<file path="src/rtl/spim_pkg.sv">
// Shared constants and types of the SPI host controller.
// Assumes byte-offset addressing of 32-bit registers.
package spim_pkg;
    // Register byte offsets (software-visible, fixed)
    localparam int OFF_CTRL   = 'h00;
    localparam int OFF_CFG    = 'h04;
    localparam int OFF_DOUT   = 'h08;
    localparam int OFF_DIN    = 'h0C;
    localparam int OFF_CAUSE  = 'h10;
    localparam int OFF_TIMING = 'h18;

    // Field positions
    localparam int CTRL_EN_BIT   = 0;
    localparam int CTRL_SEL_LSB  = 2;
    localparam int CFG_WIDE_BIT  = 5;
    localparam int CFG_CPOL_BIT  = 11;
    localparam int CFG_CPHA_BIT  = 12;
    localparam int CFG_TXLSB_BIT = 13;
    localparam int CFG_RXLSB_BIT = 14;
    localparam int TIM_SMP_LSB   = 6;
    localparam logic [1:0] SMP_DEFAULT = 2'd1;
    localparam logic [1:0] SMP_LATE    = 2'd2;

    // Shape of one exchange, latched by the shift engine at start
    typedef struct packed {
        logic cpol;
        logic cpha;
        logic tx_lsb;
        logic rx_lsb;
        logic wide;
        logic late;
    } spim_shape_t;
endpackage

</file>
<file path="src/rtl/spim_cs_decode.sv">
// Chip-select decoder: drives one active-low select for the programmed
// number while the assert flag is set, none otherwise.
// Assumes CS_COUNT is a power of two.
module spim_cs_decode #(
    parameter int CS_COUNT = 8,
    localparam int SEL_W = $clog2(CS_COUNT)
) (
    input  logic                clk,
    input  logic                rst_n,
    input  logic                en,
    input  logic [SEL_W-1:0]    sel,
    output logic [CS_COUNT-1:0] cs_n
);
    // One comparator per select line
    for (genvar g = 0; g < CS_COUNT; g++) begin : g_line
        assign cs_n[g] = ~(en && (sel == SEL_W'(g)));
    end

    a_r2_one_select: assert property (@(posedge clk) disable iff (!rst_n)
        $onehot0(~cs_n));
    a_r2_none_when_off: assert property (@(posedge clk) disable iff (!rst_n)
        !en |-> (&cs_n));
endmodule

</file>
<file path="src/rtl/spim_shift_engine.sv">
// Shift engine: runs one full-duplex exchange of 8 or MAXW bits.
// Each sclk_tick toggles SCLK. Bit positions are chosen per direction
// from the latched bit order, so no bit reversal logic is needed.
// Assumes sclk_tick pulses are at least one cycle apart when the
// delayed sample point is used with a target changing MISO late.
module spim_shift_engine
    import spim_pkg::*;
#(
    parameter int MAXW   = 16,
    parameter int SHORTW = 8
) (
    input  logic            clk,
    input  logic            rst_n,
    input  logic            start,
    input  logic [MAXW-1:0] tx_word,
    input  spim_shape_t     shape,
    input  logic            tick,
    input  logic            miso,
    output logic            sclk,
    output logic            mosi,
    output logic            busy,
    output logic            done,
    output logic [MAXW-1:0] rx_word
);
    localparam int CNT_W = $clog2(2 * MAXW + 1);
    localparam int IDX_W = $clog2(MAXW);

    logic              busy_q, done_q, sclk_q, pend_q;
    logic [CNT_W-1:0]  edge_q;
    spim_shape_t       shp_q;
    logic [MAXW-1:0]   txw_q, rxw_q;
    logic [IDX_W-1:0]  pend_pos_q;

    logic [CNT_W-1:0]  nbits, last_edge, out_raw;
    logic [IDX_W-1:0]  nbits_m1, out_idx, tx_pos, smp_idx, rx_pos;
    logic              advance, sample_edge;

    // Bit-position arithmetic for the current edge count
    always_comb begin
        nbits     = shp_q.wide ? CNT_W'(MAXW) : CNT_W'(SHORTW);
        last_edge = nbits << 1;
        nbits_m1  = IDX_W'(nbits - CNT_W'(1));
        if (shp_q.cpha)
            out_raw = (edge_q == '0) ? '0 : ((edge_q - CNT_W'(1)) >> 1);
        else
            out_raw = edge_q >> 1;
        out_idx     = (out_raw >= nbits) ? nbits_m1 : IDX_W'(out_raw);
        tx_pos      = shp_q.tx_lsb ? out_idx : (nbits_m1 - out_idx);
        smp_idx     = IDX_W'(edge_q >> 1);
        rx_pos      = shp_q.rx_lsb ? smp_idx : (nbits_m1 - smp_idx);
        sample_edge = (edge_q[0] == shp_q.cpha);
        advance     = busy_q && tick && (edge_q < last_edge);
    end

    // Exchange sequencing, SCLK toggling and MISO capture
    always_ff @(posedge clk) begin
        if (!rst_n) begin
            busy_q     <= 1'b0;
            done_q     <= 1'b0;
            sclk_q     <= 1'b0;
            pend_q     <= 1'b0;
            edge_q     <= '0;
            shp_q      <= '0;
            txw_q      <= '0;
            rxw_q      <= '0;
            pend_pos_q <= '0;
        end else begin
            done_q <= 1'b0;
            if (!busy_q) begin
                if (start) begin
                    busy_q <= 1'b1;
                    shp_q  <= shape;
                    txw_q  <= tx_word;
                    rxw_q  <= '0;
                    edge_q <= '0;
                    sclk_q <= shape.cpol;
                    pend_q <= 1'b0;
                end
            end else begin
                if (pend_q) begin
                    rxw_q[pend_pos_q] <= miso;
                    pend_q            <= 1'b0;
                end
                if (advance) begin
                    sclk_q <= ~sclk_q;
                    edge_q <= edge_q + CNT_W'(1);
                    if (sample_edge) begin
                        if (shp_q.late) begin
                            pend_q     <= 1'b1;
                            pend_pos_q <= rx_pos;
                        end else begin
                            rxw_q[rx_pos] <= miso;
                        end
                    end
                end else if (edge_q == last_edge && !pend_q) begin
                    busy_q <= 1'b0;
                    done_q <= 1'b1;
                end
            end
        end
    end

    assign sclk    = busy_q ? sclk_q : shape.cpol;
    assign mosi    = busy_q & txw_q[tx_pos];
    assign busy    = busy_q;
    assign done    = done_q;
    assign rx_word = rxw_q;

    a_r4_edge_bound: assert property (@(posedge clk) disable iff (!rst_n)
        busy_q |-> (edge_q <= last_edge));
    a_r3_sclk_home: assert property (@(posedge clk) disable iff (!rst_n)
        done_q |-> (sclk_q == shp_q.cpol));
    a_r8_done_pulse: assert property (@(posedge clk) disable iff (!rst_n)
        done_q |=> !done_q);
    a_r10_word_held: assert property (@(posedge clk) disable iff (!rst_n)
        (busy_q && start) |=> $stable(txw_q));
endmodule

</file>
<file path="src/rtl/spim_regs.sv">
// Register file: decodes writes, holds the control, configuration,
// timing, data and completion state, and returns read data.
// Assumes single-cycle writes and combinational reads.
module spim_regs
    import spim_pkg::*;
#(
    parameter int MAXW     = 16,
    parameter int CS_COUNT = 8,
    parameter int ADDR_W   = 6,
    parameter int DATA_W   = 32,
    localparam int SEL_W = $clog2(CS_COUNT)
) (
    input  logic              clk,
    input  logic              rst_n,
    input  logic              wr,
    input  logic [ADDR_W-1:0] addr,
    input  logic [DATA_W-1:0] wdata,
    output logic [DATA_W-1:0] rdata,
    input  logic              busy,
    input  logic              done,
    input  logic [MAXW-1:0]   rx_word,
    output logic              start,
    output logic [MAXW-1:0]   tx_word,
    output spim_shape_t       shape,
    output logic              cs_en,
    output logic [SEL_W-1:0]  cs_sel
);
    logic              en_q, cpol_q, cpha_q, txl_q, rxl_q, wide_q, cause_q;
    logic [SEL_W-1:0]  sel_q;
    logic [1:0]        smp_q;
    logic [MAXW-1:0]   dout_q, din_q;
    logic              wr_cause, unused_wbits;

    assign wr_cause     = wr && (addr == ADDR_W'(OFF_CAUSE));
    assign start        = wr && (addr == ADDR_W'(OFF_DOUT)) && !busy;
    assign unused_wbits = ^wdata;

    // Register updates from the bus and from the shift engine
    always_ff @(posedge clk) begin
        if (!rst_n) begin
            en_q    <= 1'b0;
            sel_q   <= '0;
            cpol_q  <= 1'b0;
            cpha_q  <= 1'b0;
            txl_q   <= 1'b0;
            rxl_q   <= 1'b0;
            wide_q  <= 1'b0;
            smp_q   <= SMP_DEFAULT;
            dout_q  <= '0;
            din_q   <= '0;
            cause_q <= 1'b0;
        end else begin
            if (wr) begin
                case (addr)
                    ADDR_W'(OFF_CTRL): begin
                        en_q  <= wdata[CTRL_EN_BIT];
                        sel_q <= wdata[CTRL_SEL_LSB +: SEL_W];
                    end
                    ADDR_W'(OFF_CFG): begin
                        cpol_q <= wdata[CFG_CPOL_BIT];
                        cpha_q <= wdata[CFG_CPHA_BIT];
                        txl_q  <= wdata[CFG_TXLSB_BIT];
                        rxl_q  <= wdata[CFG_RXLSB_BIT];
                        wide_q <= wdata[CFG_WIDE_BIT];
                    end
                    ADDR_W'(OFF_TIMING): smp_q <= wdata[TIM_SMP_LSB +: 2];
                    default: ;
                endcase
            end
            if (start)
                dout_q <= wdata[MAXW-1:0];
            if (done) begin
                din_q   <= rx_word;
                cause_q <= 1'b1;
            end else if (wr_cause) begin
                cause_q <= 1'b0;
            end
        end
    end

    // Read multiplexer
    always_comb begin
        rdata = '0;
        case (addr)
            ADDR_W'(OFF_CTRL): begin
                rdata[CTRL_EN_BIT]             = en_q;
                rdata[CTRL_SEL_LSB +: SEL_W]   = sel_q;
            end
            ADDR_W'(OFF_CFG): begin
                rdata[CFG_CPOL_BIT]  = cpol_q;
                rdata[CFG_CPHA_BIT]  = cpha_q;
                rdata[CFG_TXLSB_BIT] = txl_q;
                rdata[CFG_RXLSB_BIT] = rxl_q;
                rdata[CFG_WIDE_BIT]  = wide_q;
            end
            ADDR_W'(OFF_DOUT):   rdata[MAXW-1:0] = dout_q;
            ADDR_W'(OFF_DIN):    rdata[MAXW-1:0] = din_q;
            ADDR_W'(OFF_CAUSE):  rdata[0] = cause_q;
            ADDR_W'(OFF_TIMING): rdata[TIM_SMP_LSB +: 2] = smp_q;
            default: ;
        endcase
    end

    assign tx_word      = wdata[MAXW-1:0];
    assign shape.cpol   = cpol_q;
    assign shape.cpha   = cpha_q;
    assign shape.tx_lsb = txl_q;
    assign shape.rx_lsb = rxl_q;
    assign shape.wide   = wide_q;
    assign shape.late   = (smp_q == SMP_LATE);
    assign cs_en        = en_q;
    assign cs_sel       = sel_q;

    a_r8_cause_set: assert property (@(posedge clk) disable iff (!rst_n)
        done |=> cause_q);
    a_r10_dout_held: assert property (@(posedge clk) disable iff (!rst_n)
        (wr && addr == ADDR_W'(OFF_DOUT) && busy) |=> $stable(dout_q));
endmodule

</file>
<file path="src/rtl/spi_host_ctrl.sv">
// SPI host controller top: register file, shift engine and chip-select
// decoder. SCLK pacing comes from an external prescaler pulse.
module spi_host_ctrl
    import spim_pkg::*;
#(
    parameter int MAXW     = 16,
    parameter int SHORTW   = 8,
    parameter int CS_COUNT = 8,
    parameter int ADDR_W   = 6,
    parameter int DATA_W   = 32
) (
    input  logic                clk,
    input  logic                rst_n,
    input  logic                bus_wr,
    input  logic [ADDR_W-1:0]   bus_addr,
    input  logic [DATA_W-1:0]   bus_wdata,
    output logic [DATA_W-1:0]   bus_rdata,
    input  logic                sclk_tick,
    output logic                sclk,
    output logic                mosi,
    input  logic                miso,
    output logic [CS_COUNT-1:0] cs_n
);
    localparam int SEL_W = $clog2(CS_COUNT);

    logic             start, busy, done, cs_en;
    logic [MAXW-1:0]  tx_word, rx_word;
    logic [SEL_W-1:0] cs_sel;
    spim_shape_t      shape;

    spim_regs #(
        .MAXW(MAXW), .CS_COUNT(CS_COUNT), .ADDR_W(ADDR_W), .DATA_W(DATA_W)
    ) u_regs (
        .clk(clk), .rst_n(rst_n), .wr(bus_wr), .addr(bus_addr),
        .wdata(bus_wdata), .rdata(bus_rdata), .busy(busy), .done(done),
        .rx_word(rx_word), .start(start), .tx_word(tx_word), .shape(shape),
        .cs_en(cs_en), .cs_sel(cs_sel)
    );

    spim_shift_engine #(.MAXW(MAXW), .SHORTW(SHORTW)) u_engine (
        .clk(clk), .rst_n(rst_n), .start(start), .tx_word(tx_word),
        .shape(shape), .tick(sclk_tick), .miso(miso), .sclk(sclk),
        .mosi(mosi), .busy(busy), .done(done), .rx_word(rx_word)
    );

    spim_cs_decode #(.CS_COUNT(CS_COUNT)) u_cs (
        .clk(clk), .rst_n(rst_n), .en(cs_en), .sel(cs_sel), .cs_n(cs_n)
    );
endmodule

</file>
<file path="config.mk">
export PLATFORM = sky130hd
export DESIGN_NAME = spi_host_ctrl
export DESIGN_NICKNAME = d
export VERILOG_FILES = /design/src/rtl/spim_pkg.sv /design/src/rtl/spim_cs_decode.sv /design/src/rtl/spim_shift_engine.sv /design/src/rtl/spim_regs.sv /design/src/rtl/spi_host_ctrl.sv
export SDC_FILE = /design/constraint.sdc
export NUM_CORES = 1
export LEC_CHECK = 0
export BUFFER_PORTS_ARGS = -buffer_cell sky130_fd_sc_hd__buf_2
export CORE_MARGIN = 2
export CORE_UTILIZATION = 25
export CTS_CLUSTER_DIAMETER = 30
export DETAILED_ROUTE_END_ITERATION = 8
export GPL_ROUTABILITY_DRIVEN = 0
export PLACE_DENSITY_LB_ADDON = 0.1
export SETUP_SLACK_MARGIN = 0.3
export SYNTH_ARGS = -nofsm -noshare
export SYNTH_HDL_FRONTEND = slang
export SYNTH_HIERARCHICAL = 1
export SYNTH_SLANG_ARGS = --single-unit
export TNS_END_PERCENT = 100
</file>
<file path="constraint.sdc">
create_clock -name clk -period 14.25 [get_ports clk]
set_input_delay 4.275 -clock clk [delete_from_list [all_inputs] [get_ports clk]]
set_output_delay 4.275 -clock clk [all_outputs]
set_load 0.005 [all_outputs]
</file>
==> impl_metrics.sql <==
INSERT INTO impl_metrics (metric_group, metric, value, unit) VALUES
('outcome', 'status', 'complete, no violations', ''),
('place', 'portBuffers', '52', ''),
('setup_path', 'crit_path_top_delay_cell', 'sky130_fd_sc_hd__nor2b_1', ''),
('grt', 'gr-usage-all-layers', '13.3', '%'),
('timing', 'max_freq', '99.9', 'MHz'),
('setup_path', 'crit_path_cell_chain', 'buf_2, nor2b_1, and2_2, o2bb2ai_1, buf_2', ''),
('logic_synthesis', 'yosys.cell_types.count', '74', ''),
('clock_network', 'cts_root_buffer', 'sky130_fd_sc_hd__clkbuf_16', ''),
('grt', 'grt_pass1_vias', '4504', ''),
('finish', 'antenna_cells', '0', ''),
('place', 'hpwl', '11300', 'um'),
('clock_network', 'cts_buf_count', '9', ''),
('timing', 'max-slew-margin-rel', '22.6', '%'),
('routing', 'route.detailed.drc', '0', ''),
('finish', 'finish.cell_count_without_fillers', '963', ''),
('routing', 'detail_route.wirelength', '15400', 'um'),
('finish', 'fraction_of_layout_cells_with_a_size_suffix_above_1', '14.3', '%'),
('setup_path', 'endpoint_type_of_the_worst_setup_path', 'output pin', ''),
('grt', 'grt_max_degree', '109', ''),
('setup_path', 'critical-path-max-stage-delay', '0.64', 'ns'),
('timing', 'timing.hold.ws', '0.461', 'ns'),
('clock_network', 'cts_setup_buffers', '0', ''),
('logic_synthesis', 'synth_seq_area_share', '33.9', '%'),
('timing', 'final_critical_path_setup_slack', '4.24', 'ns'),
('floorplan', 'floorplan.initialDensity', '25.6', '%'),
('timing', 'share_of_the_clock_period_used_by_the_worst_path', '70.3', '%'),
('finish', 'design.final.nets', '727', ''),
('grt', 'antenna_found_initial', '0', ''),
('routing', 'via_count', '4478', ''),
('finish', 'fillerInstances', '2397', ''),
('setup_path', 'critPathRequiredTime', '9.97', 'ns'),
('clock_network', 'htreeDepth', '3', ''),
('logic_synthesis', 'syn_avg_cell_area', '8.37', 'um^2'),
('setup_path', 'critPathLaunchType', 'primary input', ''),
('clock_network', 'ctsResizeCount', '0', ''),
('setup_path', 'critPathBufInv', '2', ''),
('logic_synthesis', 'ys_async_rst_share', '0', '%'),
('timing', 'clock-skew-final', '0.0104', 'ns'),
('logic_synthesis', 'post_synth_inst_count', '670', ''),
('routing', 'drt_first_iter_violations', '206', ''),
('timing', 'setup_viol_count_final', '0', ''),
('grt', 'global_route.overflow_total', '0', ''),
('run', 'cap_viol_max_count', '0', ''),
('timing', 'report.final.slew_viol_count', '0', ''),
('floorplan', 'fp.dieH', '154', 'um'),
('clock_network', 'clock_insertion_delay_worst_skew', '0.35', 'ns'),
('setup_path', 'crit_path_max_fanout', '14', ''),
('finish', 'layout-area-overhead-vs-synth', '9.51', '%'),
('place', 'placedCellCount', '947', ''),
('routing', 'post_drt_wl_per_cell', '16.0', 'um'),
('logic_synthesis', 'synth_enable_flop_cells', '0', ''),
('floorplan', 'core_area', '21900', 'um^2'),
('clock_network', 'cts.sinks', '95', ''),
('routing', 'drt_first_pass_iters', '4', ''),
('power_and_ir_drop', 'vdd_ir_drop_max', '0.0000543', 'V'),
('setup_path', 'arrival', '5.74', 'ns'),
('logic_synthesis', 'ys_seq_elements', '95', ''),
('timing', 'timing_worst_slew_pin_value', '1.16', 'ns'),
('timing', 'finalSetupTns', '0', 'ns'),
('hold_path', 'hold_class', 'flop to flop', ''),
('floorplan', 'ios', '85', ''),
('finish', 'layout.cells.most_common', 'sky130_fd_sc_hd__nand2_1', ''),
('setup_path', 'timing.critical_path.max_delay_family', 'simple AND/OR/NAND/NOR gates', ''),
('power_and_ir_drop', 'power_density', '85.2', 'nW/um^2'),
('clock_network', 'cts.clk_slew.worst_paths', '0.06', 'ns'),
('setup_path', 'startpoint_to_endpoint_class_of_the_critical_path', 'primary input to output pin', ''),
('logic_synthesis', 'dominantRegCellSynth', 'sky130_fd_sc_hd__dfxtp_1', ''),
('grt', 'grt_pass1_wl', '24700', 'um'),
('clock_network', 'cts_hold_buf', '0', ''),
('clock_network', 'tritoncts', 'built', ''),
('floorplan', 'fp-row-count', '54', '');
Yosys cell counts (8+ instances only):
cell	count	share of area (%)
sky130_fd_sc_hd__dfxtp_1	95	34
sky130_fd_sc_hd__mux2i_1	57	10
sky130_fd_sc_hd__and2_1	14	1.6
sky130_fd_sc_hd__clkbuf_1	24	1.6
sky130_fd_sc_hd__inv_1	25	1.7
sky130_fd_sc_hd__nor2b_1	33	3.7
sky130_fd_sc_hd__nand2_1	109	7.3
sky130_fd_sc_hd__a21oi_1	25	2.2
sky130_fd_sc_hd__buf_2	8	0.71
sky130_fd_sc_hd__o21ai_0	14	1.2
sky130_fd_sc_hd__xnor2_1	8	1.2
sky130_fd_sc_hd__nand3_1	15	1.3
sky130_fd_sc_hd__a21boi_0	24	3.2
sky130_fd_sc_hd__o22ai_1	13	1.5
sky130_fd_sc_hd__a22oi_1	17	2.3
sky130_fd_sc_hd__nor2_1	39	2.6
sky130_fd_sc_hd__buf_4	37	5.0
worst paths after layout:
path	slack, ns	cells past startpoint	startpoint	to
setup / recovery	4.24	5	bus_addr[3]	bus_rdata[6]
hold / removal	0.46	2	u_regs/dout_q[11]	u_regs/dout_q[11]
setup reg to reg	10.57	9	u_engine/busy	u_engine/edge_q[5]
hold reg to reg	0.46	2	u_regs/dout_q[11]	u_regs/dout_q[11]
worst register-to-register path: stages, from the launching register on:
cell	delay, ns
sky130_fd_sc_hd__dfxtp_1	0.34
sky130_fd_sc_hd__buf_4	0.24
sky130_fd_sc_hd__nand4b_1	0.86
sky130_fd_sc_hd__inv_2	0.54
sky130_fd_sc_hd__nand2_1	0.59
sky130_fd_sc_hd__nand2_1	0.42
sky130_fd_sc_hd__and4_1	0.28
sky130_fd_sc_hd__nand3_1	0.10
sky130_fd_sc_hd__xor2_1	0.17
sky130_fd_sc_hd__nor2_1	0.05
cell families (layout without fill, tap and decap cells):
| logic type | Yosys count | after routing | share of synthesized area [%] |
|---|---|---|---|
| AND/OR/NAND/NOR | 261 | 261 | 24.5 |
| AO/OA/AOI/OAI | 125 | 125 | 15.5 |
| buffers and inverters | 100 | 98 | 9.75 |
| flip-flops | 95 | 95 | 33.9 |
| multiplexers | 67 | 67 | 12.4 |
| XOR/XNOR | 15 | 15 | 2.48 |
| adder cells (fa/ha/maj) | 6 | 6 | 1.34 |
| other | 1 | 16 | 0.0669 |
area by class of cell:
type                            instances  area [um^2]  area share (%)
Inverter                               26         97.6            1.59
Tap cell                              280          350            5.71
Sequential cell                        95         1900            31.0
Multi-Input combinational cell        490         3210            52.4
Timing Repair Buffer                   56          290            4.73
Clock buffer                           10          239            3.89
Clock inverter                          6         46.3           0.754
power by group:
part           total [mW]  internal (mW)  switching (mW)
sequential          0.266          0.266        0.000446
clock               0.233          0.124           0.109
combinational      0.0234        0.00798          0.0154
total               0.523          0.398           0.125
state kept, by name, summed over array words and instances (netlist names), 2 cells and up:
register             flops
u_regs/dout_q           16
u_engine/txw_q          16
u_engine/edge_q          6
u_engine/shp_q           5
u_engine/pend_pos_q      4
u_regs/din_q            16
u_regs/smp_q             2
u_engine/rx_word        16
u_regs/cs_sel            3
through the flow:
| stage | instance area (um^2) | power [mW] | utilization, % |
|---|---|---|---|
| finish | 6140 | 0.523 | 28.0 |
| detailed placement | 5850 | 0.296 | 26.7 |
| global route | 6140 | 0.547 | 28.0 |
| CTS | 6140 | 0.533 | 28.0 |
| global placement | 5850 | 0.296 | 26.7 |
| floorplan | 5660 | 0.292 | - |
routing by layer:
| metal | vias to the layer above | wire [um] | GRT usage (%) |
|---|---|---|---|
| met5 | - | 0 | 0 |
| met4 | 0 | 125 | 3.36 |
| met3 | 10 | 594 | 2.79 |
| met2 | 68 | 7230 | 21.4 |
| met1 | 2119 | 7440 | 18.1 |
| li1 | 2281 | - | - |
(Power assumes the default switching activity.)
